**config.mk**
```make
export PLATFORM = sky130hd
export DESIGN_NAME = chiplet_ctrl_regs
export DESIGN_NICKNAME = d
export VERILOG_FILES = /design/src/rtl/crf_pkg.sv /design/src/rtl/crf_decode.sv /design/src/rtl/crf_word.sv /design/src/rtl/crf_resp.sv /design/src/rtl/chiplet_ctrl_regs.sv
export SDC_FILE = /design/constraint.sdc
export NUM_CORES = 2
export LEC_CHECK = 0
export BUFFER_PORTS_ARGS = -buffer_cell sky130_fd_sc_hd__buf_2
export CAP_MARGIN = 20
export CELL_PAD_IN_SITES_DETAIL_PLACEMENT = 0
export CELL_PAD_IN_SITES_GLOBAL_PLACEMENT = 2
export CORE_UTILIZATION = 42
export CTS_BUF_LIST = sky130_fd_sc_hd__clkbuf_8
export CTS_CLUSTER_SIZE = 24
export DETAILED_ROUTE_END_ITERATION = 10
export PLACE_DENSITY_LB_ADDON = 0.1
export SYNTH_ARGS = -nofsm -noshare
export SYNTH_HDL_FRONTEND = slang
export SYNTH_SLANG_ARGS = --single-unit
```
**constraint.sdc**
```tcl
create_clock -name clk -period 7.7 [get_ports clk]
set_input_delay 1.54 -clock clk [delete_from_list [all_inputs] [get_ports clk]]
set_output_delay 1.54 -clock clk [all_outputs]
set_load 0.01 [all_outputs]
```
**src/rtl/crf_pkg.sv**
```systemverilog
package crf_pkg;

    localparam int DATA_W      = 64;
    localparam int ADDR_W      = 16;
    localparam int LSB_W       = 3;
    localparam int IDX_W       = ADDR_W - LSB_W;
    localparam int NUM_CTRL    = 6;
    localparam int NUM_CFG     = 2;
    localparam int NUM_ALIASED = NUM_CTRL + NUM_CFG;
    localparam int NUM_PLAIN   = 4;
    localparam int NUM_WORDS   = NUM_ALIASED + NUM_PLAIN;

    localparam int CTRL_BASE   = 'h000;
    localparam int CFG_BASE    = 'h008;
    localparam int SET_OFS     = 'h010;
    localparam int CLR_OFS     = 'h020;
    localparam int STAT_IDX    = 'h100;
    localparam int MASK_IDX    = 'h101;
    localparam int PROT_IDX    = 'h3FE;
    localparam int LOCK_IDX    = 'h3FF;

    typedef logic [IDX_W-1:0]     idx_t;
    typedef logic [DATA_W-1:0]    word_t;
    typedef logic [NUM_WORDS-1:0] wsel_t;

    typedef enum logic [1:0] {
        OP_WRITE = 2'd0,
        OP_SET   = 2'd1,
        OP_CLR   = 2'd2
    } wr_op_e;

    typedef struct packed {
        logic   hit;
        logic   wr_only;
        wr_op_e op;
        wsel_t  sel;
    } dec_t;

    function automatic idx_t aliased_index(input int k);
        if (k < NUM_CTRL)
            return idx_t'(CTRL_BASE + k);
        return idx_t'(CFG_BASE + k - NUM_CTRL);
    endfunction

    function automatic idx_t plain_index(input int k);
        case (k)
            0:       return idx_t'(STAT_IDX);
            1:       return idx_t'(MASK_IDX);
            2:       return idx_t'(PROT_IDX);
            default: return idx_t'(LOCK_IDX);
        endcase
    endfunction

    function automatic word_t merge(input word_t cur, input word_t wd, input wr_op_e op);
        case (op)
            OP_SET:  return cur | wd;
            OP_CLR:  return cur & ~wd;
            default: return wd;
        endcase
    endfunction

endpackage

```
**src/rtl/crf_decode.sv**
```systemverilog
module crf_decode
    import crf_pkg::*;
(
    input  idx_t idx,
    output dec_t dec
);

    always_comb begin
        dec     = '0;
        dec.op  = OP_WRITE;
        for (int k = 0; k < NUM_ALIASED; k++) begin
            if (idx == aliased_index(k)) begin
                dec.hit    = 1'b1;
                dec.sel[k] = 1'b1;
                dec.op     = OP_WRITE;
            end
            if (idx == aliased_index(k) + idx_t'(SET_OFS)) begin
                dec.hit     = 1'b1;
                dec.sel[k]  = 1'b1;
                dec.op      = OP_SET;
                dec.wr_only = 1'b1;
            end
            if (idx == aliased_index(k) + idx_t'(CLR_OFS)) begin
                dec.hit     = 1'b1;
                dec.sel[k]  = 1'b1;
                dec.op      = OP_CLR;
                dec.wr_only = 1'b1;
            end
        end
        for (int p = 0; p < NUM_PLAIN; p++) begin
            if (idx == plain_index(p)) begin
                dec.hit                  = 1'b1;
                dec.sel[NUM_ALIASED + p] = 1'b1;
            end
        end
    end

endmodule

```
**src/rtl/crf_word.sv**
```systemverilog
module crf_word
    import crf_pkg::*;
#(
    parameter bit ALIASED = 1'b1
) (
    input  logic   clk,
    input  logic   rst,
    input  logic   we,
    input  wr_op_e op,
    input  word_t  wdata,
    output word_t  q
);

    generate
        if (ALIASED) begin : g_alias
            always_ff @(posedge clk) begin
                if (rst)
                    q <= '0;
                else if (we)
                    q <= merge(q, wdata, op);
            end
        end else begin : g_plain
            always_ff @(posedge clk) begin
                if (rst)
                    q <= '0;
                else if (we && op == OP_WRITE)
                    q <= wdata;
            end
        end
    endgenerate

endmodule

```
**src/rtl/crf_resp.sv**
```systemverilog
module crf_resp
    import crf_pkg::*;
(
    input  logic  clk,
    input  logic  rst,
    input  logic  accept,
    input  logic  is_write,
    input  dec_t  dec,
    input  word_t rd_word,
    output logic  rsp_valid,
    output word_t rsp_rdata,
    output logic  rsp_err
);

    logic read_bad;
    assign read_bad = !dec.hit || dec.wr_only;

    always_ff @(posedge clk) begin
        if (rst) begin
            rsp_valid <= 1'b0;
            rsp_rdata <= '0;
            rsp_err   <= 1'b0;
        end else if (accept) begin
            rsp_valid <= 1'b1;
            if (is_write) begin
                rsp_rdata <= '0;
                rsp_err   <= !dec.hit;
            end else begin
                rsp_rdata <= read_bad ? '1 : rd_word;
                rsp_err   <= read_bad;
            end
        end else begin
            rsp_valid <= 1'b0;
            rsp_rdata <= '0;
            rsp_err   <= 1'b0;
        end
    end

endmodule

```
**src/rtl/chiplet_ctrl_regs.sv**
```systemverilog
module chiplet_ctrl_regs
    import crf_pkg::*;
(
    input  logic                  clk,
    input  logic                  rst,
    input  logic                  req_valid,
    output logic                  req_ready,
    input  logic                  req_write,
    input  logic [ADDR_W-1:0]     req_addr,
    input  logic [DATA_W-1:0]     req_wdata,
    output logic                  rsp_valid,
    output logic [DATA_W-1:0]     rsp_rdata,
    output logic                  rsp_err
);

    dec_t                        dec;
    idx_t                        idx;
    logic                        accept;
    logic [NUM_WORDS-1:0][DATA_W-1:0] word_q;
    word_t                       rd_word;
    logic                        unused_lsb;

    assign idx        = req_addr[ADDR_W-1:LSB_W];
    assign unused_lsb = ^req_addr[LSB_W-1:0];
    assign req_ready  = !rsp_valid;
    assign accept     = req_valid && req_ready;

    crf_decode u_dec (
        .idx (idx),
        .dec (dec)
    );

    for (genvar k = 0; k < NUM_WORDS; k++) begin : g_word
        crf_word #(.ALIASED(k < NUM_ALIASED)) u_word (
            .clk   (clk),
            .rst   (rst),
            .we    (accept && req_write && dec.hit && dec.sel[k]),
            .op    (dec.op),
            .wdata (req_wdata),
            .q     (word_q[k])
        );
    end

    always_comb begin
        rd_word = '0;
        for (int k = 0; k < NUM_WORDS; k++)
            if (dec.sel[k])
                rd_word = rd_word | word_q[k];
    end

    crf_resp u_resp (
        .clk       (clk),
        .rst       (rst),
        .accept    (accept),
        .is_write  (req_write),
        .dec       (dec),
        .rd_word   (rd_word),
        .rsp_valid (rsp_valid),
        .rsp_rdata (rsp_rdata),
        .rsp_err   (rsp_err)
    );

endmodule

```
# Yosys cells after proc, flatten, opt, wreduce, memory -nomap -nowiden

Index checks and enable logic that the tools add are counted.

Input bits: 84
Output and inout port bits: 67
Bits in registers: 834

Multiplexer cells: 85
Eq/ne operators: 29
Reductions and logical operators: 26
Bitwise operators: 29

Operators with widths:

| operator                                         | count |
|---|---|
| bitwise OR 64 bit                                | 19 |
| one-hot mux 64 bit (2 select lines)              | 8 |
| two-way mux 64 bit                               | 13 |
| bitwise AND 64 bit                               | 8 |
| == test 13 x 5 -> 1 bit (second input constant)  | 8 |
| == test 13 x 6 -> 1 bit (second input constant)  | 8 |
| two-way mux 4 bit                                | 16 |
| NOT 64 bit                                       | 1 |
| two-way mux 1 bit                                | 41 |
| == test 13 x 10 -> 1 bit (second input constant) | 2 |
| == test 13 x 2 -> 1 bit (second input constant)  | 2 |
| == test 13 x 3 -> 1 bit (second input constant)  | 2 |
| == test 13 x 4 -> 1 bit (second input constant)  | 2 |
| == test 13 x 9 -> 1 bit (second input constant)  | 2 |
| logical AND 1 bit                                | 19 |
| two-way mux 2 bit                                | 7 |
| == test 13 x 1 -> 1 bit (second input constant)  | 1 |
| logical NOT 13 bit                               | 1 |
| OR reduction 3 bit                               | 1 |
| == test 2 x 1 -> 1 bit (second input constant)   | 1 |
| == test 2 bit (second input constant)            | 1 |
| logical NOT 1 bit                                | 2 |
| logical NOT 2 bit                                | 1 |
| OR reduction 2 bit                               | 1 |
| other kinds (2)                                  | 2 |

# Depth between registers and ports, before layout

Depth after elaboration: 32
Gate-level depth with buffers: 13
Mapped depth without buffers: 10

# Modules after synthesis

From an unflattened synthesis, not the netlist that was laid out.

Cells, all modules: 4791
Area total of the unflattened synthesis: 49935.4 um^2

Modules (own cells, without submodules):

| module                            | instances | area an instance (um^2) | cells each |
|---|---|---|---|
| crf_word at g_word[0].u_word ...  | 8         | 3942.5                  | 367 |
| crf_word at g_word[10].u_word ... | 4         | 2921.6                  | 278 |
| chiplet_ctrl_regs                 | 1         | 4426.7                  | 548 |
| crf_resp                          | 1         | 2009.4                  | 149 |
| crf_decode                        | 1         | 272.8                   | 46 |

# Worst setup path after synthesis

No wires, ideal clock.

Path type: input to register
Start point: in req_addr[12]
End point: reg g_word[1].u_word.q[56]
Data required time: 7625 ps
Slack: 3222 ps
Stages: 13
Arrival: 4403 ps
Setup time: 75 ps
Cell sequence: or4_1 -> buf_2 -> nor4b_2 -> nand2_1 -> inv_1 -> ha_1 -> clkbuf_1 -> nor2b_1 -> nor3b_1 -> clkbuf_1 -> clkbuf_1 -> nand2_1 -> o21ai_0

Cells in the longest elaborated chain, start to end: 31
Elaborated cells between the ends (all ways): 71

RTL lines:

| item                           | line                    | text |
|---|---|---|
| start: declaration             | chiplet_ctrl_regs.sv:9  | `input logic [ADDR_W-1:0] req_addr,` |
| logical NOT 13 bit             | crf_decode.sv:12        | `if (idx == aliased_index(k)) begin` |
| two-way mux 1 bit              | crf_decode.sv:12        |  |
| two-way mux 4 bit              | crf_decode.sv:17        | `if (idx == aliased_index(k) + idx_t'(SET_OFS)) begin` |
| two-way mux 4 bit              | crf_decode.sv:23        | `if (idx == aliased_index(k) + idx_t'(CLR_OFS)) begin` |
| two-way mux 1 bit              | crf_decode.sv:12        |  |
| two-way mux 4 bit              | crf_decode.sv:17        |  |
| two-way mux 4 bit              | crf_decode.sv:23        |  |
| two-way mux 1 bit              | crf_decode.sv:12        |  |
| [11 not listed]                | --                      |  |
| two-way mux 1 bit              | crf_decode.sv:12        |  |
| two-way mux 4 bit              | crf_decode.sv:17        |  |
| two-way mux 4 bit              | crf_decode.sv:23        |  |
| two-way mux 1 bit              | crf_decode.sv:12        |  |
| two-way mux 4 bit              | crf_decode.sv:17        |  |
| two-way mux 4 bit              | crf_decode.sv:23        |  |
| two-way mux 1 bit (4 in a row) | crf_decode.sv:31        | `if (idx == plain_index(p)) begin` |
| logical AND 1 bit (2 in a row) | chiplet_ctrl_regs.sv:37 | `.we (accept && req_write && dec.hit && dec.sel[k]),` |
| end signal: assignment         | crf_word.sv:20          | `q <= merge(q, wdata, op);` |
| end: declaration               | crf_word.sv:11          | `output word_t q` |

Parallel ways exist; a longest one is shown, timed or not.
A chain may end at the register's enable or synchronous reset.

# Final worst setup path

Start point: in req_addr[5]
End point: reg g_word[4].u_word.q[50]

Cells in the longest elaborated chain, start to end: 31
Elaborated cells between the ends (all ways): 71

RTL lines:

| item                           | line |
|---|---|
| logical NOT 13 bit             | crf_decode.sv:12 |
| two-way mux 1 bit              | crf_decode.sv:12 |
| two-way mux 4 bit              | crf_decode.sv:17 |
| two-way mux 4 bit              | crf_decode.sv:23 |
| two-way mux 1 bit              | crf_decode.sv:12 |
| two-way mux 4 bit              | crf_decode.sv:17 |
| two-way mux 4 bit              | crf_decode.sv:23 |
| two-way mux 1 bit              | crf_decode.sv:12 |
| [11 not listed]                | -- |
| two-way mux 1 bit              | crf_decode.sv:12 |
| two-way mux 4 bit              | crf_decode.sv:17 |
| two-way mux 4 bit              | crf_decode.sv:23 |
| two-way mux 1 bit              | crf_decode.sv:12 |
| two-way mux 4 bit              | crf_decode.sv:17 |
| two-way mux 4 bit              | crf_decode.sv:23 |
| two-way mux 1 bit (4 in a row) | crf_decode.sv:31 |
| logical AND 1 bit (2 in a row) | chiplet_ctrl_regs.sv:37 |
| end signal: assignment         | crf_word.sv:20 |
| end: declaration               | crf_word.sv:11 |

Parallel ways exist; a longest one is shown, timed or not.

==> impl_metrics.tcl <==
set metrics [dict create \
    outcome "completed" \
    grt_max_degree 204 \
    area_delta_synth_final_pct 12.4 \
    crit_type "in2reg" \
    drt_iter0_markers 4032 \
    drt-pass1-iter-count 8 \
    seq_area_frac_synth_pct 45.7 \
    final_common_cell "o21ai_0" \
    start_kind "input pin" \
    final.period_utilization_pct 63.2 \
    crit_fanout 51 \
    avgSynthCellArea_um2 8.04 \
    netlist_area_um2 36500 \
    fin_cells 5783 \
    switchingPower_mw 2.25 \
    track_usage_pct 32.7 \
    power_switching_share_pct 25.4 \
    synthCells 4546 \
    comb_power_share_pct 4.4 \
    start_util_pct 42.6 \
    synthMuxAreaShare_pct 3.53 \
    cts_root_buffer "clkbuf_8" \
    synth_top_area_cell "dfxtp_1" \
    synth_edf_count 0 \
    ys_types 50 \
    final_cell_mix "1,091 x o21ai_0, 834 x dfxtp_1, 689 x nand2_1" \
    numPlacedInstances 5512 \
    core-area_um2 85700 \
    drc 0 \
    hold_viol 0 \
    synth-seq-cells 834 \
    worst_pin_slew_ns 1.16 \
    drv_slew 0 \
    holdBufCountCts 0 \
    synthAdderAreaFrac_pct 0.130 \
    path_clk_slew_ns 0.06 \
    globalRouteOverflowTotal 0 \
    antenna_found_initial 22 \
    synth_compound_area_share_pct 27.3 \
    synth.area.top_cells "dfxtp_1 46%, o21ai_0 15%, nor2b_1 10%" \
    synth_top_family_by_area "compound AO/OA/AOI/OAI gates" \
    critPathBufInv 4 \
    fin_setup_tns_ns 0 \
    place_hpwl_mm 76.6 \
    place.gp.congestion 0.776 \
    yosysWarnings 0 \
    skew_ns 0.0286 \
    setup_violations 0 \
    cts_tree "built" \
    crit_arrival_ns 5.58 \
    detail_route.wl_per_cell_um 25.6 \
    rsz0062_at_grt "false" \
    dieArea_um2 88200 \
    grt_pass1_vias 31225 \
    seqPwrFrac_pct 49.0 \
    p_int_mw 6.61 \
    nFillCells 8640 \
    pin_count 151 \
    synthesis.nets 4633 \
    clock_latency_ns 0.83 \
    viasPerCell 5.85 \
    end_kind "register" \
    via_count 33859 \
    ys_async_sr_fraction_pct 0 \
    synth-xor-area-share_pct 0 \
    htreeDepth 4 \
    critical_path_required_ns 8.42 \
    cts_resized 0 \
    cp_slowest_stage_delay_ns 0.70 \
    crit_chain "buf_2 -> buf_4 -> maj3_1 -> nor4b_2 -> nand2_1 -> inv_1 -> ha_4 -> nor2b_1 -> nor3b_2 -> buf_12 -> nand2_1 -> o21ai_0" \
    die_x_um 297 \
    nNetsFinal 4607 \
    hold_path.class "reg2reg" \
    p_leak_nw 14.0 \
    clkSinkCount 834 \
    ir_drop_v 0.000150 \
    drv_cap 0 \
    grt_pass1_wl_mm 215 \
    synth_top_area_share_pct 45.7 \
    routed_wl_mm 148 \
    synth_ff_type "dfxtp_1" \
    cp_slowest_cell "ha_4" \
    max_freq_mhz 205 \
    crit_top_cell "nand2_1" \
    p_clk_share_pct 46.6 \
    die_y_um 297 \
    synth_simple_gate_area_share_pct 19.1 \
    drive_gt1_share_pct 10.6 \
    power_density_nw_per_um2 216 \
    cts_setup_buffers 0 \
    place.port_buffers 147 \
    antenna_left 0 \
    fp-row-count 107 \
    numCtsBuffers 150 \
    clockBufferDepth 3 \
    relSlewSlack_pct 22.7 \
    fin_crit_ns 4.87 \
    crit_family "simple AND/OR/NAND/NOR gates" \
]
path summary, 6_finish.rpt:
kind         cells after the start                                 from  slack (ns)                                   end
max                             12                          req_addr[5]        2.83   g_word[4].u_word.q[50]$_SDFFE_PP0P_
min                              2  g_word[9].u_word.q[22]$_SDFFE_PP0P_        0.45   g_word[9].u_word.q[22]$_SDFFE_PP0P_
min reg2reg                      2  g_word[9].u_word.q[22]$_SDFFE_PP0P_        0.45   g_word[9].u_word.q[22]$_SDFFE_PP0P_
max reg2reg                      6          u_resp.rsp_valid$_SDFF_PP0_        4.11  g_word[10].u_word.q[53]$_SDFFE_PP0P_
worst register-to-register path, cell delays in order, from the launching register on:
cell     delay [ns]
dfxtp_1        0.34
and3b_4        0.93
and2_1         0.54
nand3_4        0.76
buf_4          0.61
nand2_1        0.16
a21oi_1        0.07
cells by family (layout without fill, tap and decap cells):
family / after synthesis / after routing
AOI/OAI and AO/OA: 1775 / 1775
and+or+nand+nor: 1403 / 1403
DFF: 834 / 834
buffers and inverters: 404 / 488
muxes: 126 / 126
adders and majority gates: 4 / 4
other: 0 / 9
layer usage:
layer	global-route usage [%]	share of wire [%]	vias to the layer above
met5	1.62	0.091	-
met2	47.8	43	1317
met4	9.01	2.2	20
li1	-	-	15944
met3	7.21	8.7	233
met1	47.7	47	16345
flip-flops by register name, indices dropped and copies added, names as in the netlist:
| register | cells |
|---|---|
| u_resp.rsp_err | 1 |
| u_resp.rsp_valid | 1 |
| g_word.u_word.q | 768 |
| u_resp.rsp_rdata | 64 |
cell usage after synthesis (all sizes together) (3+ instances only):
cell type / count
a21oi: 294
buf: 50
a222oi: 59
o221ai: 10
inv: 4
nor2b: 584
and4: 3
mux2i: 103
o211ai: 3
nor3b: 4
nand3: 10
clkbuf: 350
a2111oi: 3
o22a: 3
nor4: 8
and2: 7
a22o: 4
nor3: 20
dfxtp: 834
ha: 3
nor2: 49
a31oi: 50
nand4: 3
o211a: 3
o21ai: 1135
o2111a: 10
nand2: 697
or3: 3
or2: 3
or4: 3
mux2: 23
a221oi: 55
a22oi: 116
o22ai: 27
nor4b: 4
metrics by stage:
stage	util (%)	hold slack (ns)	instance area, um^2	power [mW]	worst slack [ns]
6_report	47.9	0.449	41100	8.86	2.83
5_1_grt	47.9	0.465	41100	9.14	2.64
4_1_cts	47.9	0.450	41100	8.91	2.96
3_5_place_dp	44.5	0.444	38100	4.81	2.05
3_3_place_gp	44.5	0.437	38100	4.81	2.09
2_1_floorplan	-	0.431	36500	4.61	3.22
power groups by stage:
stage / Sequential (mW) / Clock [mW] / Combinational (mW)
2_1_floorplan: 4.44 / 0 / 0.173
3_3_place_gp: 4.43 / 0 / 0.383
3_5_place_dp: 4.43 / 0 / 0.381
4_1_cts: 4.34 / 4.20 / 0.381
5_1_grt: 4.33 / 4.39 / 0.406
6_report: 4.34 / 4.13 / 0.391
layout make-up:
| class | count | area [um^2] | share of cell area (%) |
|---|---|---|---|
| tap | 1144 | 1430 | 3.48 |
| sequential | 834 | 16700 | 40.6 |
| clock buffer | 187 | 2570 | 6.27 |
| timing repair buffer | 222 | 1440 | 3.50 |
| antenna | 9 | 22.5 | 0.0548 |
| multi-input combinational | 3308 | 18500 | 45.2 |
| clock inverter | 75 | 354 | 0.862 |
| inverter | 4 | 15.0 | 0.0366 |
No activity file was read; power rests on OpenSTA's default activity.
